$ cat src/rtl/xpt_pkg.sv
package xpt_pkg;

  // Where the byte engine is within one bit-level exchange.
  typedef enum logic [1:0] {
    PH_IDLE,   // released, waiting for START
    PH_BITS,   // shifting eight bits in
    PH_WAITF,  // byte taken, waiting for SCL fall to drive ACK
    PH_ACK     // driving ACK through the ninth pulse
  } phase_t;

  // Which byte of the write transaction is being received.
  typedef enum logic [1:0] {
    ST_DEV,
    ST_PTR,
    ST_DATA,
    ST_EXTRA
  } stage_t;

endpackage

$ cat src/rtl/xpt_line_sync.sv
module xpt_line_sync #(
  parameter int STAGES = 2
) (
  input  logic clk,
  input  logic rst_n,
  input  logic scl_i,
  input  logic sda_i,
  output logic scl_s,
  output logic sda_s,
  output logic scl_rise,
  output logic scl_fall,
  output logic start_det,
  output logic stop_det
);

  logic [STAGES-1:0] scl_pipe;
  logic [STAGES-1:0] sda_pipe;
  logic              scl_q;
  logic              sda_q;

  // Idle bus is high, so the synchronizer resets to ones.
  always_ff @(posedge clk or negedge rst_n) begin
    if (!rst_n) begin
      scl_pipe <= '1;
      sda_pipe <= '1;
      scl_q    <= 1'b1;
      sda_q    <= 1'b1;
    end else begin
      scl_pipe <= {scl_pipe[STAGES-2:0], scl_i};
      sda_pipe <= {sda_pipe[STAGES-2:0], sda_i};
      scl_q    <= scl_s;
      sda_q    <= sda_s;
    end
  end

  assign scl_s     = scl_pipe[STAGES-1];
  assign sda_s     = sda_pipe[STAGES-1];
  assign scl_rise  =  scl_s & ~scl_q;
  assign scl_fall  = ~scl_s &  scl_q;
  // SDA moving while SCL stays high is a bus condition, not data.
  assign start_det =  scl_s &  scl_q &  sda_q & ~sda_s;
  assign stop_det  =  scl_s &  scl_q & ~sda_q &  sda_s;

endmodule

$ cat src/rtl/xpt_byte_engine.sv
module xpt_byte_engine
  import xpt_pkg::*;
#(
  parameter logic [6:0] DEV_LO = 7'h03,
  parameter logic [6:0] DEV_HI = 7'h43
) (
  input  logic       clk,
  input  logic       rst_n,
  input  logic       sda_s,
  input  logic       scl_rise,
  input  logic       scl_fall,
  input  logic       start_det,
  input  logic       stop_det,
  input  logic       addr_sel,
  output logic       sda_oe,
  output logic       wr_en,
  output logic [7:0] wr_ptr,
  output logic [7:0] wr_data
);

  phase_t     phase_q, phase_n;
  stage_t     stage_q, stage_n;
  logic [2:0] cnt_q,   cnt_n;
  logic [7:0] shreg_q, shreg_n;
  logic [7:0] ptr_q,   ptr_n;
  logic [7:0] wdat_q,  wdat_n;
  logic       oe_q,    oe_n;
  logic       wr_q,    wr_n;

  logic [7:0] byte_w;
  logic [7:0] dev_byte;

  assign byte_w   = {shreg_q[6:0], sda_s};
  assign dev_byte = {(addr_sel ? DEV_HI : DEV_LO), 1'b0};

  always_comb begin
    phase_n = phase_q;
    stage_n = stage_q;
    cnt_n   = cnt_q;
    shreg_n = shreg_q;
    ptr_n   = ptr_q;
    wdat_n  = wdat_q;
    oe_n    = oe_q;
    wr_n    = 1'b0;
    if (stop_det) begin
      phase_n = PH_IDLE;
      oe_n    = 1'b0;
    end else if (start_det) begin
      phase_n = PH_BITS;
      stage_n = ST_DEV;
      cnt_n   = 3'd0;
      oe_n    = 1'b0;
    end else begin
      unique case (phase_q)
        PH_BITS: begin
          if (scl_rise) begin
            shreg_n = byte_w;
            if (cnt_q == 3'd7) begin
              cnt_n = 3'd0;
              unique case (stage_q)
                ST_DEV:  phase_n = (byte_w == dev_byte) ? PH_WAITF : PH_IDLE;
                ST_PTR: begin
                  ptr_n   = byte_w;
                  phase_n = PH_WAITF;
                end
                ST_DATA: begin
                  wr_n    = 1'b1;
                  wdat_n  = byte_w;
                  phase_n = PH_WAITF;
                end
                default: phase_n = PH_WAITF;
              endcase
            end else begin
              cnt_n = cnt_q + 3'd1;
            end
          end
        end
        PH_WAITF: begin
          if (scl_fall) begin
            oe_n    = 1'b1;
            phase_n = PH_ACK;
          end
        end
        PH_ACK: begin
          if (scl_fall) begin
            oe_n    = 1'b0;
            phase_n = PH_BITS;
            stage_n = (stage_q == ST_EXTRA) ? ST_EXTRA : stage_t'(stage_q + 2'd1);
          end
        end
        default: ;
      endcase
    end
  end

  always_ff @(posedge clk or negedge rst_n) begin
    if (!rst_n) begin
      phase_q <= PH_IDLE;
      stage_q <= ST_DEV;
      cnt_q   <= '0;
      shreg_q <= '0;
      ptr_q   <= '0;
      wdat_q  <= '0;
      oe_q    <= 1'b0;
      wr_q    <= 1'b0;
    end else begin
      phase_q <= phase_n;
      stage_q <= stage_n;
      cnt_q   <= cnt_n;
      shreg_q <= shreg_n;
      ptr_q   <= ptr_n;
      wdat_q  <= wdat_n;
      oe_q    <= oe_n;
      wr_q    <= wr_n;
    end
  end

  assign sda_oe  = oe_q;
  assign wr_en   = wr_q;
  assign wr_ptr  = ptr_q;
  assign wr_data = wdat_q;

endmodule

$ cat src/rtl/xpt_cfg_regs.sv
module xpt_cfg_regs #(
  parameter int         NUM_IN     = 12,
  parameter int         NUM_OUT    = 9,
  parameter logic [7:0] OUT_BASE   = 8'h01,
  parameter logic [7:0] CLAMP_BASE = 8'h1D
) (
  input  logic                      clk,
  input  logic                      rst_n,
  input  logic                      wr_en,
  input  logic [7:0]                wr_ptr,
  input  logic [7:0]                wr_data,
  output logic [NUM_OUT-1:0]        out_en,
  output logic [2*NUM_OUT-1:0]      out_gain,
  output logic [NUM_OUT*NUM_IN-1:0] out_route,
  output logic [NUM_IN-1:0]         in_clamp
);

  localparam int CLAMP_BYTES = (NUM_IN + 7) / 8;

  for (genvar o = 0; o < NUM_OUT; o++) begin : g_out
    localparam logic [7:0] REG_ADDR = 8'(OUT_BASE + o);
    logic [7:0] ctl_q;
    logic       hit;

    assign hit = wr_en && (wr_ptr == REG_ADDR);

    always_ff @(posedge clk or negedge rst_n) begin
      if (!rst_n)   ctl_q <= '0;
      else if (hit) ctl_q <= wr_data;
    end

    assign out_en[o]         = ctl_q[7];
    assign out_gain[2*o +: 2] = ctl_q[6:5];

    // Codes with no input behind them decode to nothing.
    for (genvar i = 0; i < NUM_IN; i++) begin : g_sel
      localparam logic [4:0] CODE = 5'(i + 1);
      assign out_route[o*NUM_IN + i] = ctl_q[7] && (ctl_q[4:0] == CODE);
    end
  end

  for (genvar k = 0; k < CLAMP_BYTES; k++) begin : g_clamp
    localparam int         LO       = 8 * k;
    localparam int         W        = ((NUM_IN - LO) < 8) ? (NUM_IN - LO) : 8;
    localparam logic [7:0] REG_ADDR = 8'(CLAMP_BASE + k);
    logic [W-1:0] clamp_q;
    logic         hit;

    assign hit = wr_en && (wr_ptr == REG_ADDR);

    always_ff @(posedge clk or negedge rst_n) begin
      if (!rst_n)   clamp_q <= '0;
      else if (hit) clamp_q <= wr_data[W-1:0];
    end

    assign in_clamp[LO +: W] = clamp_q;
  end

endmodule

$ cat src/rtl/xpt_ctl_slave.sv
module xpt_ctl_slave #(
  parameter int         NUM_IN      = 12,
  parameter int         NUM_OUT     = 9,
  parameter int         SYNC_STAGES = 2,
  parameter logic [6:0] DEV_LO      = 7'h03,
  parameter logic [6:0] DEV_HI      = 7'h43,
  parameter logic [7:0] OUT_BASE    = 8'h01,
  parameter logic [7:0] CLAMP_BASE  = 8'h1D
) (
  input  logic                      clk,
  input  logic                      rst_n,
  input  logic                      scl_i,
  input  logic                      sda_i,
  input  logic                      addr_sel,
  output logic                      sda_oe,
  output logic [NUM_OUT-1:0]        out_en,
  output logic [2*NUM_OUT-1:0]      out_gain,
  output logic [NUM_OUT*NUM_IN-1:0] out_route,
  output logic [NUM_IN-1:0]         in_clamp
);

  logic       scl_s;
  logic       sda_s;
  logic       scl_rise;
  logic       scl_fall;
  logic       start_det;
  logic       stop_det;
  logic       wr_en;
  logic [7:0] wr_ptr;
  logic [7:0] wr_data;

  xpt_line_sync #(.STAGES(SYNC_STAGES)) u_sync (
    .clk       (clk),
    .rst_n     (rst_n),
    .scl_i     (scl_i),
    .sda_i     (sda_i),
    .scl_s     (scl_s),
    .sda_s     (sda_s),
    .scl_rise  (scl_rise),
    .scl_fall  (scl_fall),
    .start_det (start_det),
    .stop_det  (stop_det)
  );

  xpt_byte_engine #(.DEV_LO(DEV_LO), .DEV_HI(DEV_HI)) u_eng (
    .clk       (clk),
    .rst_n     (rst_n),
    .sda_s     (sda_s),
    .scl_rise  (scl_rise),
    .scl_fall  (scl_fall),
    .start_det (start_det),
    .stop_det  (stop_det),
    .addr_sel  (addr_sel),
    .sda_oe    (sda_oe),
    .wr_en     (wr_en),
    .wr_ptr    (wr_ptr),
    .wr_data   (wr_data)
  );

  xpt_cfg_regs #(
    .NUM_IN     (NUM_IN),
    .NUM_OUT    (NUM_OUT),
    .OUT_BASE   (OUT_BASE),
    .CLAMP_BASE (CLAMP_BASE)
  ) u_regs (
    .clk       (clk),
    .rst_n     (rst_n),
    .wr_en     (wr_en),
    .wr_ptr    (wr_ptr),
    .wr_data   (wr_data),
    .out_en    (out_en),
    .out_gain  (out_gain),
    .out_route (out_route),
    .in_clamp  (in_clamp)
  );

endmodule

$ cat config.mk
export PLATFORM = sky130hd
export DESIGN_NAME = xpt_ctl_slave
export DESIGN_NICKNAME = d
export VERILOG_FILES = /design/src/rtl/xpt_pkg.sv /design/src/rtl/xpt_line_sync.sv /design/src/rtl/xpt_byte_engine.sv /design/src/rtl/xpt_cfg_regs.sv /design/src/rtl/xpt_ctl_slave.sv
export SDC_FILE = /design/constraint.sdc
export NUM_CORES = 1
export LEC_CHECK = 0
export BUFFER_PORTS_ARGS = -buffer_cell sky130_fd_sc_hd__buf_2
export CAP_MARGIN = 5
export CORE_ASPECT_RATIO = 1.25
export CORE_MARGIN = 3
export CORE_UTILIZATION = 48
export CTS_CLUSTER_DIAMETER = 100
export DETAILED_ROUTE_END_ITERATION = 8
export GPL_TIMING_DRIVEN = 0
export PLACE_DENSITY = 0.76
export SKIP_CTS_REPAIR_TIMING = 1
export SYNTH_ARGS = -nofsm -noshare
export SYNTH_HDL_FRONTEND = slang
export SYNTH_HIERARCHICAL = 1
export SYNTH_SLANG_ARGS = --single-unit
$ cat constraint.sdc
create_clock -name clk -period 2.2 [get_ports clk]
set_input_delay 0.11 -clock clk [delete_from_list [all_inputs] [get_ports clk]]
set_output_delay 0.11 -clock clk [all_outputs]
set_load 0.02 [all_outputs]
**Yosys cells after proc, flatten, opt, wreduce, memory -nomap -nowiden**

Index checks and enable logic that the tools add are counted.

- Flip-flop bits (word level): 122
- Bits in latches: 0
- Bits in writable memories: 0
- Bits in read-only memories: 0
- Input bits: 5
- Output and inout port bits: 148
- Logic and storage cells: 331
- Memories: 0

- Add/sub/neg operators: 2
- $mul: 0
- Divide/modulo/power cells: 0
- Order comparisons: 0
- Equality and inequality tests: 131
- Shifts and indexed selects: 0
- Mux-type cells: 29
- Bitwise logic cells: 13
- Reduce and logical (&&, ||, !) cells: 133

Operator list:

| operator | number |
|---|---|
| 5-bit by 4-bit == test with 1-bit output (second input constant) | 45 |
| 5-bit by 3-bit == test with 1-bit output (second input constant) | 36 |
| 1-bit logical AND | 119 |
| 5-bit by 2-bit == test with 1-bit output (second input constant) | 18 |
| 5-bit by 1-bit == test with 1-bit output (second input constant) | 9 |
| 8-bit by 3-bit == test with 1-bit output (second input constant) | 4 |
| 2-bit two-way mux | 12 |
| 8-bit by 2-bit == test with 1-bit output (second input constant) | 2 |
| 8-bit by 4-bit == test with 1-bit output (second input constant) | 2 |
| 8-bit by 5-bit == test with 1-bit output (second input constant) | 2 |
| 3-bit two-way mux | 4 |
| 4-bit != test (second input constant) | 3 |
| 6-bit AND reduction | 2 |
| 1-bit two-way mux | 10 |
| 3-bit AND reduction | 3 |
| 2-bit == test (second input constant) | 4 |
| 8-bit by 1-bit == test with 1-bit output (second input constant) | 1 |
| 8-bit == test | 1 |
| 2-bit nonzero test | 4 |
| 1-bit bitwise AND | 7 |
| 7-bit two-way mux | 1 |
| 1-bit inverter | 6 |
| 2-bit one-hot mux with 3 select lines | 1 |
| 5-bit AND reduction | 1 |
| 10 further kinds | 11 |

**Longest topological paths before layout**

Gate-level depths: netlist of the first run.

- Depth after elaboration: 9
- Mapped depth: 5

**By module**

The synthesis of the first run kept the hierarchy.

Modules (own cells, without submodules):

| module | times used | cells an instance | area an instance (um^2) | sequential area each (um^2) |
|---|---|---|---|---|
| xpt_cfg_regs | 1 | 398 | 4539.4 | 2102.0 |
| xpt_byte_engine | 1 | 100 | 1401.3 | 800.8 |
| xpt_line_sync | 1 | 10 | 190.2 | 157.7 |

**Least setup slack after synthesis of the first run**

No wires, ideal clock.

- Path type: register to register
- Start: register u_eng.ptr_q[4] (netlist: u_eng/wr_ptr[4])
- End: register u_regs.g_out[0].ctl_q[0]
- Library setup time: 0.125 ns
- Arrival time: 1.950 ns
- Data required time: 2.075 ns
- Slack: 0.125 ns
- Stages on the path, launching flop included: 6
- Period minus slack after synthesis: 2.075 ns
- Path through: dfrtp_1 or4_4 buf_6 or4_4 buf_6 mux2_4

- Longest elaborated chain between the ends: 2

Ends and longest elaborated chain:

| what | RTL line | text |
|---|---|---|
| start, declared | xpt_byte_engine.sv:25 | `logic [7:0] ptr_q, ptr_n;` |
| start signal, assigned | xpt_byte_engine.sv:111 | `ptr_q <= ptr_n;` |
| 8-bit by 1-bit == test with 1-bit output | xpt_cfg_regs.sv:25 | `assign hit = wr_en && (wr_ptr == REG_ADDR);` |
| 1-bit logical AND | xpt_cfg_regs.sv:25 |  |
| end signal, assigned | xpt_cfg_regs.sv:29 | `else if (hit) ctl_q <= wr_data;` |
| end, declared | xpt_cfg_regs.sv:22 | `logic [7:0] ctl_q;` |

Every way passes these cells.
A chain may end at the register's enable or synchronous reset.

**Final worst setup path of the first run**

- Start: register u_eng.ptr_q[4] (netlist: u_eng/wr_ptr[4])
- End: register u_regs.g_out[1].ctl_q[4]

- Longest elaborated chain between the ends: 2

Ends and longest elaborated chain:

| what | RTL line |
|---|---|
| 8-bit by 2-bit == test with 1-bit output | xpt_cfg_regs.sv:25 |
| 1-bit logical AND | xpt_cfg_regs.sv:25 |
| end signal, assigned | xpt_cfg_regs.sv:29 |
| end, declared | xpt_cfg_regs.sv:22 |

Every way passes these cells.

==> flow_summary.yaml, run 1 <==
pwr:
  peakVddDrop_v: 0.000549
  power.density_nw_per_um2: 704
  leakage_uw: 0.00402
  p_total_uw: 5470
global_route:
  grt-ovfl-total: 0
  grt_pass1_wl_um: 21800
  grt_pass1_vias: 4385
  antenna_found_initial: 0
  grt_use_total_pct: 19.2
  grt_start_max_net_pins: 101
floorplanning:
  die_w_um: 107
  dieArea_um2: 14200
  core_region_area_um2: 12300
  initial_core_util_pct: 49.7
  fp.dieH_um: 132
  rows: 45
  ioPinCount: 153
detailed_routing:
  wl_um: 13500
  wl_per_cell_um: 15.7
  drt_first_pass_iters: 4
  ant_nets: 0
  drc: 0
  wl_met2_um: 6930
  top_layer_used: "met4"
  vias: 4505
  routed-wl-met3_um: 637
  drt_iter0_drc: 262
  wl_met1_um: 5650
  vias_per_cell: 5.24
place:
  placed_area_um2: 7130
  dp_hpwl_um: 9580
  gp_congestion: 0.769
  dp_slack_ns: -0.000476
  port_buffers: 152
critical_path:
  r2r_start: "u_eng/wr_ptr[4]"
  rr_worst_depth: 5
  crit_fanout: 9
  path_class: "reg -> reg"
  cp-start-kind: "register"
  r2r_end: "u_regs/g_out[1].ctl_q[4]"
  r2r_slack_ns: 0.02
  end_kind: "register"
  worstPathRequired_ns: 2.49
  cp.arrival_ns: 2.47
synthesis:
  yosysTopAreaCell: "dfrtp_1"
  synth_top_cells_by_area: "dfrtp_1 (47%), mux2_2 (15%), mux2_4 (5.9%)"
  yosysSeqAreaShare_pct: 49.9
  yosys_warnings: 6
  synthArstFlopShare_pct: 100
  synth_fp_nets: 516
  synthFlopType: "dfrtp_1"
  ys_ff_latch: 122
  mappedNetlistArea_um2: 6130
  synth_edf_count: 0
  synth_top_area_share_pct: 47.3
  yosysMostFrequentCell: "dfrtp_1"
  synth_common_cells: "dfrtp_1 (116), nor2_1 (84), mux2_2 (83)"
  ys_types: 47
  netlist_instances: 508
  syn_area_per_cell_um2: 12.1
sta:
  hold_viol: 0
  finalClockSkew_ns: 0.00615
  setup_viol: 0
  rsz0062_at_grt: "yes"
  fmax_mhz: 460
  worst_pin_slew_ns: 0.820
  drv_slew: 0
  max_slew_margin_pct: 45.3
  finalWorstSetupSlack_ns: 0.0238
  post-route-period-util_pct: 98.9
  period_needed_ns: 2.18
run:
  cap_violations: 0
cts:
  cts_root_buffer: "clkbuf_16"
  h-tree-depth: 4
  clk_latency_ns: 0.41
  cts_max_path_buffers: 2
  numCtsBuffers: 17
  cts_tree: "built"
  clk_pin_slew_ns: 0.06
  clkSinkCount: 122
cells_and_area:
  antenna-diode-count: 0
  drive_gt1_share_pct: 53.0
  area_growth_pct: 26.9
  nFillCells: 921
  fin_util_pct: 63.1
  stdcell_area_um2: 7780
  fin_nets: 691
hold_path:
  hp-class: "in -> async"
status:
  status: "completed"
[cell type report]
| cell class | instances | area [µm²] | area share [%] |
|---|---|---|---|
| flip-flops and latches | 122 | 3060 | 39.4 |
| multi-input cells | 339 | 2810 | 36.1 |
| repair buffers | 157 | 832 | 10.7 |
| clock buffers | 19 | 433 | 5.57 |
| plain buffers | 43 | 295 | 3.80 |
| well taps | 164 | 205 | 2.64 |
| clock inverters | 13 | 129 | 1.66 |
| inverters | 3 | 11.3 | 0.145 |
[layout by cell type (no fill, tap or decap), drive strengths merged, types with 2 or more instances in the layout]
master / instances
clkinv: 7
nor3: 22
nor4b: 12
nand4: 2
ha: 3
nor2: 84
or2: 10
or4: 4
nand3b: 11
or4b: 9
a22o: 3
mux2: 107
bufinv: 2
inv: 3
nand2: 11
clkinvlp: 4
dfstp: 6
buf: 191
nor3b: 2
nand2b: 19
nor2b: 5
a21oi: 3
and4b: 2
nor4: 2
and3b: 2
dlygate4sd3: 3
and2: 2
dfrtp: 116
clkbuf: 25
nand4bb: 10
[flip-flops by register name, indices dropped and copies added, names as in the netlist, 3 cells and up]
register / count
u_eng/cnt_q: 3
u_eng/shreg_q: 7
u_eng/wr_data: 8
u_eng/wr_ptr: 8
u_regs/g_clamp.clamp_q: 12
u_regs/g_out.ctl_q: 72
[worst max path at each step]
stage / start / end / slack [ns] / cells past startpoint
6_report: u_eng/wr_ptr[4] / u_regs/g_out[1].ctl_q[4] / 0.02 / 5
5_1_grt: u_sync/sda_pipe[1] / u_eng/shreg_q[4] / -0.08 / 4
4_1_cts: u_eng/wr_ptr[1] / u_regs/g_clamp[0].clamp_q[2] / -0.04 / 3
3_5_place_dp: u_eng/wr_ptr[1] / u_regs/g_clamp[0].clamp_q[2] / -0.0005 / 3
3_3_place_gp: rst_n / u_regs/g_clamp[1].clamp_q[0] / -0.36 / 1
2_1_floorplan: u_eng/wr_ptr[4] / u_regs/g_out[0].ctl_q[0] / 0.12 / 5
[power breakdown]
group / switching (µW) / total [µW] / internal (µW)
Sequential: 138 / 2510 / 2370
Combinational: 188 / 373 / 186
Clock: 945 / 2590 / 1650
Total: 1270 / 5470 / 4200
[worst max-delay path: stages (launching register included)]
cell and delay [ns]:
dfrtp_1 0.39, or4_4 0.55, buf_6 0.17, or4_4 0.48, buf_6 0.17, mux2_4 0.30
[cells by family (layout without fill, tap and decap cells)]
kind of cell             count (synthesis)  in the layout  synth area share [%]
adder cells (fa/ha/maj)                  3              3                 0.612
XOR/XNOR                                 1              1                 0.143
AO/OA/AOI/OAI                           15             15                  1.82
buffers and inverters                   47            235                  5.08
flip-flops                             122            122                  49.9
multiplexers                           108            108                  21.3
AND/OR/NAND/NOR                        212            212                  21.1
[routing by layer]
| metal | global-route usage (%) | vias up |
|---|---|---|
| li1 | - | 2131 |
| met1 | 23.9 | 2231 |
| met2 | 32.1 | 125 |
| met5 | 0 | - |
| met4 | 7.82 | 0 |
| met3 | 4.46 | 18 |
[metrics by stage]
| step | hold slack (ns) | std cells | TNS [ns] |
|---|---|---|---|
| after floorplan | -0.186 | 508 | 0 |
| after global placement | 0.214 | 824 | -40.72 |
| after detailed placement | -0.0263 | 825 | -0.000943 |
| after CTS | -0.463 | 857 | -0.305 |
| after global routing | 0.142 | 860 | -0.421 |
| final | 0.135 | 860 | 0 |
No activity file was read; power rests on OpenSTA's default activity.
==> run 2: changes to the inputs <==
- ABC_AREA: not set -> 1
- CORE_UTILIZATION: 48 -> 49
- PLACE_DENSITY: 0.76 -> 0.77
- SETUP_SLACK_MARGIN: not set -> 0.3
==> run 2 against run 1 <==
  * Utilization is 1.9 points higher
  * Global-route usage is 2.7 points higher
  * Clock power is 19% higher
  * First-iteration DRC count is 32% higher
  * Total power is 8.0% higher
==> flow_summary.yaml, run 2 <==
status:
  status: "completed"
critical_path:
  crit_fanout: 10
  cp.arrival_ns: 2.09
  end_kind: "register"
  cp-start-kind: "register"
  r2r_start: "u_sync/scl_pipe[1]"
  worstPathRequired_ns: 2.55
  r2r_end: "u_eng/wr_ptr[7]"
  path_class: "reg -> reg"
  slowest_stage: "dfstp_2"
  rr_worst_depth: 9
  r2r_slack_ns: 0.46
  critPathMaxStageDelay_ns: 0.55
  crit_chain: "nand2_1 -> nor2_1 -> nor2_4 -> inv_2 -> nor2_4 -> nand3_2 -> buf_6 -> nand2_1 -> o21ai_2"
detailed_routing:
  ant_nets: 0
  drt_iter0_drc: 346
  wl_per_cell_um: 13.2
  vias: 5890
  drc: 0
  vias_per_cell: 5.00
  wl_um: 15500
  drt_first_pass_iters: 5
cells_and_area:
  fin_nets: 1010
  multiInputGateArea_um2: 2680
  regArea_um2: 3060
  antenna-diode-count: 0
  final_cell_mix: "nand2_1 (259), buf_2 (152), nor2_1 (131)"
  drive_gt1_share_pct: 27.3
  largest-register: "u_regs/g_out.ctl_q"
  reg_top3: "u_regs/g_out.ctl_q x72, u_regs/g_clamp.clamp_q x12"
  largest_reg_flops: 72
  final_common_cell: "nand2_1"
  nFillCells: 1089
  area_growth_pct: 26.7
floorplanning:
  core_region_area_um2: 12400
  dieArea_um2: 14400
  fp.dieH_um: 133
  rows: 45
  die_w_um: 108
  initial_core_util_pct: 51.3
  ioPinCount: 153
synthesis:
  synth_common_cells: "nand2_1 (259), nor2_1 (132), dfrtp_1 (116), nand3_1 (116), inv_1 (70)"
  yosysTopAreaCell: "dfrtp_1"
  synth_top_area_share_pct: 45.7
  synth_top_cells_by_area: "dfrtp_1 (46%), nand2_1 (15%), nand3_1 (9.1%)"
  ys_ff_latch: 122
  yosys_warnings: 6
  synthArstFlopShare_pct: 100
  synth_fp_nets: 835
  netlist_instances: 827
  synth_edf_count: 0
  yosysMostFrequentCell: "nand2_1"
  ys_types: 29
  synthFlopType: "dfrtp_1"
  yosysSeqAreaShare_pct: 48.2
  mappedNetlistArea_um2: 6350
  syn_area_per_cell_um2: 7.68
run:
  cap_violations: 0
cts:
  cts_root_buffer: "clkbuf_16"
  cts_max_path_buffers: 2
  numCtsBuffers: 17
  h-tree-depth: 4
  cts_tree: "built"
  clk_latency_ns: 0.42
  clk_pin_slew_ns: 0.05
  clkSinkCount: 122
sta:
  fmax_mhz: 574
  rsz0062_at_grt: "no"
  period_needed_ns: 1.74
  hold_viol: 0
  max_slew_margin_pct: 45.7
  setup_viol: 0
  timing.hold.ws_ns: 0.199
  worst_pin_slew_ns: 0.814
  finalClockSkew_ns: 0.00433
  post-route-period-util_pct: 79.2
  drv_slew: 0
pwr:
  power.density_nw_per_um2: 734
  leakage_uw: 0.00442
  p_total_uw: 5910
  peakVddDrop_v: 0.000591
place:
  port_buffers: 152
  dp_hpwl_um: 11000
  gp_congestion: 0.785
global_route:
  grt_use_total_pct: 21.9
  grt-ovfl-total: 0
  grt_pass1_vias: 5398
  grt_pass1_wl_um: 25300
  antenna_found_initial: 0
  grt_start_max_net_pins: 65
hold_path:
  whs_endpoint: "u_eng/phase_q[1]"
  hold_path_depth: 7
  hp-class: "in -> reg"
  worstHoldStart: "addr_sel"
-- run 2: final cells by class --
| cell class | instances | area share [%] |
|---|---|---|
| clock buffers | 25 | 6.28 |
| plain buffers | 47 | 4.27 |
| flip-flops and latches | 122 | 38.0 |
| repair buffers | 156 | 10.2 |
| multi-input cells | 587 | 33.3 |
| clock inverters | 7 | 1.99 |
| well taps | 164 | 2.55 |
| inverters | 71 | 3.31 |
-- run 2: worst max path at each step --
stage                                   from                       end  cells after the start
after global routing      u_sync/sda_pipe[1]           u_eng/wr_ptr[7]                     10
after global placement                 rst_n  u_regs/g_out[3].ctl_q[0]                      1
after CTS                 u_sync/scl_pipe[1]           u_eng/wr_ptr[7]                      9
final                     u_sync/scl_pipe[1]           u_eng/wr_ptr[7]                      9
after floorplan           u_sync/sda_pipe[1]           u_eng/wr_ptr[7]                     10
after detailed placement  u_sync/scl_pipe[1]           u_eng/wr_ptr[7]                      9
-- run 2: kinds of logic after synthesis --
kind of cell               Yosys count  synth area share, %
adders and majority gates            3                0.591
DFF                                122                 48.2
and+or+nand+nor                    550                 37.8
buffers and inverters              118                 9.61
AOI/OAI and AO/OA                   34                 3.82
-- run 2: critical path, delay by kind of cell (launching register included) --
kind,cells,cell delay (ns)
and+or+nand+nor,6,0.77
DFF,1,0.55
buffers and inverters,2,0.28
AOI/OAI and AO/OA,1,0.06
-- run 2: stage by stage --
step / setup TNS (ns) / util, % / instance area, µm² / setup WS, ns / cells
2_1_floorplan: 0 / - / 6350 / 0.637 / 827
3_3_place_gp: -58.12 / 59.1 / 7320 / -0.508 / 1143
3_5_place_dp: 0 / 59.4 / 7350 / 0.422 / 1144
4_1_cts: 0 / 64.7 / 8020 / 0.377 / 1176
5_1_grt: 0 / 65.0 / 8050 / 0.323 / 1179
6_report: 0 / 65.0 / 8050 / 0.457 / 1179
-- run 2: where the power goes --
part	switching (µW)	internal (µW)	total, µW
Clock	937	2160	3090
Sequential	75.7	2350	2430
Combinational	267	120	386
Total	1280	4630	5910
-- run 2: per-layer routing --
layer	track usage [%]	vias up	wire, µm
li1	-	2930	-
met2	39.0	147	8040
met3	4.31	33	774
met5	0	-	0
met4	9.26	0	418
met1	25.6	2780	6310
==> run 3: changes to the inputs <==
- ABC_AREA: 1 -> 0
- CORE_UTILIZATION: 49 -> 48
- PLACE_DENSITY: 0.77 -> 0.76
- clock period: 2.2 -> 1.6 ns (I/O delays scaled with it)
==> run 3 against run 2 <==
  * The run now ends with setup timing left
  * Flip-flop and latch count stayed put
  * Count of clock-buffer cells in the layout fell by 5
  * Die area down 1.4%
  * Largest cell class is now multi-input combinational cells
  * Highest routed layer unchanged
  * Total power rose by 43%
==> flow_summary.yaml, run 3 (synthesized netlist as in run 1, its figures left out) <==
sta:
  max_slew_margin_pct: 41.9
  setup_tns_ns: -56.27
  rsz0062_at_grt: "yes"
  finalWorstSetupSlack_ns: -0.631
  setup_viol: 180
  period_needed_ns: 2.23
  fmax_mhz: 448
  finalClockSkew_ns: 0.00806
  post-route-period-util_pct: 139
  worst_pin_slew_ns: 0.871
  drv_slew: 0
  hold_viol: 0
critical_path:
  r2r_slack_ns: -0.63
  rr_worst_depth: 7
  end_kind: "register"
  path_class: "reg -> reg"
  r2r_start: "u_eng/wr_ptr[4]"
  r2r_end: "u_regs/g_out[4].ctl_q[5]"
  critPathLaunch: "u_eng/wr_ptr[4]"
  crit_fanout: 8
  cp.arrival_ns: 2.52
  cp-start-kind: "register"
  crit_path_end: "u_regs/g_out[4].ctl_q[5]"
  worstPathRequired_ns: 1.89
cells_and_area:
  largest-register: "u_regs/g_out.ctl_q"
  fin_util_pct: 81.4
  fin_nets: 746
  regArea_um2: 3100
  antenna-diode-count: 0
  largest_reg_flops: 72
  reg_top3: "u_regs/g_out.ctl_q x72, u_regs/g_clamp.clamp_q x12"
  nFillCells: 567
  final_cell_mix: "buf_4 (124), dfrtp_1 (85), mux2_2 (62)"
  area_growth_pct: 63.7
  final_common_cell: "buf_4"
  multiInputGateArea_um2: 3920
  stdcell_area_um2: 10000
  drive_gt1_share_pct: 78.6
detailed_routing:
  drt_iter0_drc: 298
  drt_first_pass_iters: 5
  wl_um: 20800
  vias_per_cell: 5.68
  wl_per_cell_um: 22.8
  drc: 0
  ant_nets: 0
  vias: 5194
place:
  placed_area_um2: 7490
  dp_hpwl_um: 10100
  port_buffers: 152
  gp_congestion: 0.776
global_route:
  use_met1_pct: 23.6
  grt_start_max_net_pins: 63
  top_usage_layer: "met2"
  grt_pass1_vias: 4439
  grt_use_total_pct: 20.3
  grt_pass1_wl_um: 22700
  grt.met3_usage_pct: 4.75
  use_met2_pct: 36.0
  grt-ovfl-total: 0
  antenna_found_initial: 0
pwr:
  peakVddDrop_v: 0.00102
  leakage_uw: 0.00458
  power.density_nw_per_um2: 841
cts:
  clkSinkCount: 122
  numCtsBuffers: 17
  h-tree-depth: 4
  cts_tree: "built"
  cts_root_buffer: "clkbuf_16"
  clk_latency_ns: 0.42
  cts_max_path_buffers: 2
  clk_pin_slew_ns: 0.06
hold_path:
  hp-class: "in -> async"
floorplanning:
  ioPinCount: 153
  core_region_area_um2: 12300
  fp.dieH_um: 132
  initial_core_util_pct: 49.7
  die_w_um: 107
  dieArea_um2: 14200
  rows: 45
status:
  violations: "setup timing"
  status: "complete, but fails checks"
run:
  cap_violations: 0
[run 3: cell types whose count changed in the layout (fill, tap and decap cells not counted), moves of 31 or more]
cell	change
nand2_1	-255
mux2_4	+45
dfrtp_2	+31
buf_4	+90
nand3_1	-115
inv_1	-68
dfrtp_1	-31
buf_2	-106
mux2_2	+62
buf_6	+55
nor2_4	+48
nor2_1	-110
[run 3: power by group]
part | internal, µW | leakage, µW | switching [µW]
Sequential | 3250 | 0.00162 | 221
Clock | 2800 | 0.000306 | 1410
Combinational | 403 | 0.00265 | 355
Total | 6450 | 0.00458 | 1990
[run 3: final cells by class]
type | count | share of cell area (%)
buffer | 44 | 3.48
clock buffer | 20 | 4.45
multi-input combinational | 340 | 39.1
inverter | 3 | 0.112
timing repair buffer | 210 | 18.0
tap | 164 | 2.05
sequential | 122 | 30.9
clock inverter | 12 | 1.96
[run 3: metrics by stage]
step                      cells  setup WS (ns)  power (µW)  hold slack (ns)
final                       915         -0.631        8440            0.202
after global routing        915         -0.663        8690            0.241
after CTS                   857         -0.667        8180           -0.344
after detailed placement    825         -0.658        4060           0.0965
after global placement      824         -0.938        4020            0.186
after floorplan             508         -0.475        3850           -0.216
[run 3: worst max-delay path, stage by stage (launching register included)]
cell,delay [ns]
dfrtp_1,0.42
or4_4,0.58
buf_4,0.17
clkbuf_16,0.15
buf_4,0.14
nor3_4,0.15
buf_12,0.15
mux2_2,0.34
[run 3: layer usage]
metal / wire length (µm) / part of all wire (%) / vias to the layer above
met2: 11500 / 55 / 199
met1: 7570 / 36 / 2679
met5: 0 / 0 / -
li1: - / - / 2257
met4: 790 / 3.8 / 0
met3: 931 / 4.5 / 59
[run 3: how the worst min path moves through the flow]
| stage | startpoint | end | depth (start not counted) |
|---|---|---|---|
| floorplan | rst_n | u_eng/cnt_q[0] | 0 |
| global route | rst_n | u_eng/shreg_q[6] | 2 |
| detailed placement | rst_n | u_regs/g_out[5].ctl_q[0] | 1 |
| global placement | sda_i | u_sync/sda_pipe[0] | 1 |
| finish | rst_n | u_eng/shreg_q[1] | 2 |
| CTS | rst_n | u_eng/wr_data[4] | 1 |
